### src/rtl/uart_rxdma_pkg.sv
package uart_rxdma_pkg;
  typedef enum logic [1:0] {
    FC_IDLE  = 2'd0,
    FC_WAIT  = 2'd1,
    FC_DRAIN = 2'd2,
    FC_FAKE  = 2'd3
  } fc_state_t;
endpackage

### src/rtl/uart_rxdma_idle_timer.sv
module uart_rxdma_idle_timer #(
  parameter int TMO_W = 16
) (
  input  logic             clk,
  input  logic             rst_n,
  input  logic             run,
  input  logic             char_push,
  input  logic             bit_tick,
  input  logic [TMO_W-1:0] limit,
  output logic             expire
);
  localparam int EXT_W = TMO_W + 1;

  logic [TMO_W-1:0] cnt;
  logic [EXT_W-1:0] cnt_inc;

  assign cnt_inc = EXT_W'(cnt) + EXT_W'(1);
  assign expire  = run && bit_tick && !char_push && (cnt_inc >= EXT_W'(limit));

  always_ff @(posedge clk) begin
    if (!rst_n || !run || char_push) begin
      cnt <= '0;
    end else if (bit_tick) begin
      cnt <= expire ? '0 : cnt_inc[TMO_W-1:0];
    end
  end
endmodule

### src/rtl/uart_rxdma_req.sv
module uart_rxdma_req
  import uart_rxdma_pkg::*;
#(
  parameter int LVL_W   = 7,
  parameter int BURST_W = 8,
  parameter int DATA_W  = 8
) (
  input  logic               fc_uart,
  input  fc_state_t          st,
  input  logic [LVL_W-1:0]   fifo_level,
  input  logic [BURST_W-1:0] burst_size,
  input  logic [DATA_W-1:0]  fifo_rdata,
  input  logic [DATA_W-1:0]  dummy_byte,
  output logic               req_burst,
  output logic               req_single,
  output logic               req_last,
  output logic               dummy_sel,
  output logic [DATA_W-1:0]  rd_data
);
  localparam int CMP_W = (LVL_W > BURST_W) ? LVL_W : BURST_W;

  logic has_data, at_burst, ending, fake, drain;

  assign has_data = (fifo_level != '0);
  assign at_burst = CMP_W'(fifo_level) >= CMP_W'(burst_size);
  assign drain    = fc_uart && (st == FC_DRAIN);
  assign fake     = fc_uart && (st == FC_FAKE);
  assign ending   = drain || fake;

  always_comb begin
    req_burst  = has_data && at_burst && !ending;
    req_single = has_data || fake;
    req_last   = fake || (drain && (fifo_level == LVL_W'(1)));
    dummy_sel  = fake;
    rd_data    = fake ? dummy_byte : fifo_rdata;
  end
endmodule

### src/rtl/uart_rxdma_flow.sv
module uart_rxdma_flow
  import uart_rxdma_pkg::*;
#(
  parameter int FIFO_DEPTH = 64,
  parameter int BURST_W    = 8,
  parameter int TMO_W      = 16,
  parameter int DATA_W     = 8,
  localparam int LVL_W     = $clog2(FIFO_DEPTH + 1)
) (
  input  logic               clk,
  input  logic               rst_n,
  input  logic               fc_uart,
  input  logic [LVL_W-1:0]   fifo_level,
  input  logic               char_push,
  input  logic               bit_tick,
  input  logic [BURST_W-1:0] burst_size,
  input  logic [TMO_W-1:0]   idle_limit,
  input  logic               dma_ack,
  input  logic               flag_clr,
  input  logic [DATA_W-1:0]  fifo_rdata,
  input  logic [DATA_W-1:0]  dummy_byte,
  output logic               req_burst,
  output logic               req_single,
  output logic               req_last,
  output logic               dummy_sel,
  output logic [DATA_W-1:0]  rd_data,
  output logic               dummy_flag
);
  fc_state_t st, st_n;
  logic      expire, set_flag, tmr_run;

  assign tmr_run = fc_uart && (st == FC_WAIT);

  uart_rxdma_idle_timer #(.TMO_W(TMO_W)) u_timer (
    .clk       (clk),
    .rst_n     (rst_n),
    .run       (tmr_run),
    .char_push (char_push),
    .bit_tick  (bit_tick),
    .limit     (idle_limit),
    .expire    (expire)
  );

  uart_rxdma_req #(.LVL_W(LVL_W), .BURST_W(BURST_W), .DATA_W(DATA_W)) u_req (
    .fc_uart    (fc_uart),
    .st         (st),
    .fifo_level (fifo_level),
    .burst_size (burst_size),
    .fifo_rdata (fifo_rdata),
    .dummy_byte (dummy_byte),
    .req_burst  (req_burst),
    .req_single (req_single),
    .req_last   (req_last),
    .dummy_sel  (dummy_sel),
    .rd_data    (rd_data)
  );

  always_comb begin
    st_n     = st;
    set_flag = 1'b0;
    if (!fc_uart) begin
      st_n = FC_IDLE;
    end else begin
      unique case (st)
        FC_IDLE:  if (char_push) st_n = FC_WAIT;
        FC_WAIT:  if (expire) begin
                    if (fifo_level == '0) begin
                      st_n     = FC_FAKE;
                      set_flag = 1'b1;
                    end else begin
                      st_n = FC_DRAIN;
                    end
                  end
        FC_DRAIN: if ((dma_ack && req_last) || (fifo_level == '0)) st_n = FC_IDLE;
        FC_FAKE:  if (dma_ack) st_n = FC_IDLE;
        default:  st_n = FC_IDLE;
      endcase
    end
  end

  always_ff @(posedge clk) begin
    if (!rst_n) begin
      st         <= FC_IDLE;
      dummy_flag <= 1'b0;
    end else begin
      st <= st_n;
      if (set_flag)      dummy_flag <= 1'b1;
      else if (flag_clr) dummy_flag <= 1'b0;
    end
  end
endmodule

### config.mk
export PLATFORM = sky130hd
export DESIGN_NAME = uart_rxdma_flow
export DESIGN_NICKNAME = d
export VERILOG_FILES = /design/src/rtl/uart_rxdma_pkg.sv /design/src/rtl/uart_rxdma_idle_timer.sv /design/src/rtl/uart_rxdma_req.sv /design/src/rtl/uart_rxdma_flow.sv
export SDC_FILE = /design/constraint.sdc
export NUM_CORES = 1
export LEC_CHECK = 0
export ABC_AREA = 1
export BUFFER_PORTS_ARGS = -buffer_cell sky130_fd_sc_hd__buf_2
export CAP_MARGIN = 20
export CELL_PAD_IN_SITES_DETAIL_PLACEMENT = 0
export CELL_PAD_IN_SITES_GLOBAL_PLACEMENT = 1
export CORE_MARGIN = 3
export CORE_UTILIZATION = 30
export CTS_CLUSTER_SIZE = 16
export DETAILED_ROUTE_END_ITERATION = 10
export GPL_TIMING_DRIVEN = 0
export PLACE_DENSITY = 0.77
export SYNTH_ARGS = -nofsm -noshare
export SYNTH_HDL_FRONTEND = slang
export SYNTH_SLANG_ARGS = --single-unit
### constraint.sdc
create_clock -name clk -period 3.5 [get_ports clk]
set_clock_uncertainty 0.1 [all_clocks]
set_input_delay 0.175 -clock clk [delete_from_list [all_inputs] [get_ports clk]]
set_output_delay 0.175 -clock clk [all_outputs]
set_load 0.005 [all_outputs]
==> key figures <==
Status
  – Status: finished clean

Final layout
  – Layout cells sized above 1: 26.91%
  – Nets@finish: 458
  – Antenna cells: 0
  – Commonest non-fill, non-tap cells in the layout: nand2_1, buf_2, inv_1
  – Fin util: 38.54%
  – Area delta synth->final: 23.24%
  – Most common cell after layout, fill and taps aside: nand2_1

CTS
  – Clock latency on the worst-skew pair: 0.26 ns
  – CTS tree: yes
  – Post-CTS setup buffer count: 0
  – Clock transition at path regs: 0.07 ns
  – Clk sinks: 19
  – H-tree depth: 1
  – Clk buf depth: 2
  – Num CTS Buffers: 3
  – Post-CTS Hold Fix Bufs: 0
  – CTS root buffer: clkbuf_8
  – Post_cts resized: 0

Critical path
  – Setup Crit Path Kind: reg2reg
  – Crit Path Max Fanout: 10
  – Required @ worst endpoint: 3.54 ns
  – Crit path DAT: 2.99 ns
  – Startpoint Class: register
  – Worst Setup End Kind: register

Synth
  – Mapped cell area: 0.002008 sq mm
  – FF+latch count, synth: 19
  – Synth Instances: 310
  – Yosys warnings: 0
  – Sequential share of the synthesized area: 18.94%
  – Post-synth EDFFs: 0
  – Synth top area cells: dfxtp_1, nand2_1, ha_1, inv_1, nand3_2
  – Post-synth net total: 388
  – Area leader, netlist: dfxtp_1
  – Synth top area share: 18.94%
  – Mean Syn Cell Area: 6.478 sq um
  – Dominant synthesized flop cell: dfxtp_1
  – FFs w/ async S/R, synth: 0%
  – Netlist cell types: 31

GRT
  – Largest net degree at the start of global routing: 11
  – GR Util All Layers: 13.34%
  – Vias in the first global route: 2001
  – Grt ovf: 0
  – Global-route wire length before repair: 8500 um
  – Initial antenna violation count: 0

STA
  – Setup violations, final: 0
  – Actual slew at the worst max-slew pin: 0.4468 ns
  – Fmax: 339.3 MHz
  – Final Hold Vio Count: 0
  – Fin Hold WS: 0.06426 ns
  – Worst Setup Slack, final: 0.5530 ns
  – TNS Setup: 0 ns
  – RSZ-0062 raised after global routing: no
  – Slew margin rel.: 70.21%
  – Max-slew violations: 0
  – Final period util: 84.20%
  – Min Tclk post-route: 2.947 ns

Detailed routing
  – DRT Wirelength: 4814 um
  – DR DRC count: 0
  – DR iter-0 viols: 77
  – First-pass iteration count of the detailed router: 4
  – Routed Antenna Nets: 0
  – Routed len/inst: 10.56 um
  – Vias: 2052
  – Via density: 4.500

Place
  – Detailed placement HPWL: 4076 um
  – Gp weighted congestion: 0.8173
  – DP Worst Slack: 0.5803 ns
  – PortBufs: 65

Power and ir drop
  – Pwr dens: 189.4 mW/mm^2
  – Leak: 1.238 nW
  – VDD IR max: 0.0001166 V

Floorplan
  – Die Wd: 87.82 um
  – DIE AREA: 0.007711 sq mm
  – Die Y: 87.82 um
  – Top Ports: 67
  – Initial Utilization: 31.27%
  – Core Rows: 29
  – Area of the core: 0.006422 sq mm

Hold path
  – Hold Path Class: in2reg

Run
  – Max-cap violations: 0
synth_stat cells, types with 2 or more instances:
cell type / number
nand2_1: 92
inv_1: 48
ha_1: 24
nor2_1: 22
dfxtp_1: 19
a21oi_1: 17
nand3_1: 16
xor2_1: 10
a21oi_2: 9
nand3_2: 9
o21ai_0: 6
nand4_1: 5
nor3_1: 5
xnor2_1: 4
nand2_2: 3
nor2_2: 3
buf_2: 2
inv_2: 2
nand3b_1: 2
kinds of logic after synthesis:
family,count (synthesis),share of synthesized area [%]
buffers and inverters,56,11.34
AOI/OAI and AO/OA,36,11.22
DFF,19,18.94
and+or+nand+nor,161,37.45
xor gates and xnor gates,14,6.106
adders and majority gates,24,14.95
cell type report:
cell class              instances  area [sq um]
well taps                      77         96.34
multi-input cells             235          1400
clock buffers                   4         45.04
inverters                      51         191.4
repair buffers                 65         325.3
plain buffers                   5         36.28
fillers                       694          3948
flip-flops and latches         19         380.4
metal layers:
layer	GRT usage [%]	up-vias	wire length [um]	share of wire, %
li1	-	1127	-	-
met4	2.510	0	21	0.44
met1	18.05	864	2354	49
met2	22.67	59	2167	45
met5	0	-	0	0
met3	1.881	2	270	5.6
worst paths after layout:
| kind | startpoint | endpoint | slack, ns | cells past startpoint |
|---|---|---|---|---|
| max | u_timer.cnt[0] | u_timer.cnt[8] | 0.55 | 18 |
| min | flag_clr | dummy_flag | 0.06 | 4 |
| max reg2reg | u_timer.cnt[0] | u_timer.cnt[8] | 0.55 | 18 |
| min reg2reg | dummy_flag | dummy_flag | 0.37 | 2 |
power by group:
group	switching, mW	leakage (nW)	internal, mW	total [mW]
sequential	0.000725	0.153	0.217	0.217
clock	0.0757	0.0228	0.0810	0.157
combinational	0.0494	1.06	0.0452	0.0947
state kept, by name, indices dropped and copies added, names as in the netlist:
signal,cells
u_timer.cnt,16
st,2
dummy_flag,1
metrics by stage:
| stage | instances | power, mW | area, sq um |
|---|---|---|---|
| after floorplan | 310 | 0.2707 | 2008 |
| after global placement | 452 | 0.3170 | 2430 |
| after detailed placement | 452 | 0.3181 | 2430 |
| after CTS | 456 | 0.4759 | 2475 |
| after global routing | 456 | 0.4958 | 2475 |
| final | 456 | 0.4688 | 2475 |
worst max-delay path, stage by stage (launching register included):
cell     delay [ns]
dfxtp_1        0.36
ha_1           0.19
nand2_1        0.09
nor2_2         0.19
nand4_1        0.18
nor2_1         0.15
xor2_1         0.15
inv_1          0.09
ha_1           0.29
nand2_1        0.07
nor2_1         0.15
nand2_1        0.06
o21ai_0        0.17
nand2_1        0.09
nand3_2        0.10
nand2_4        0.10
buf_8          0.17
nand3_2        0.06
a21oi_2        0.05
Note: power is estimated with default switching activity, not from simulation.
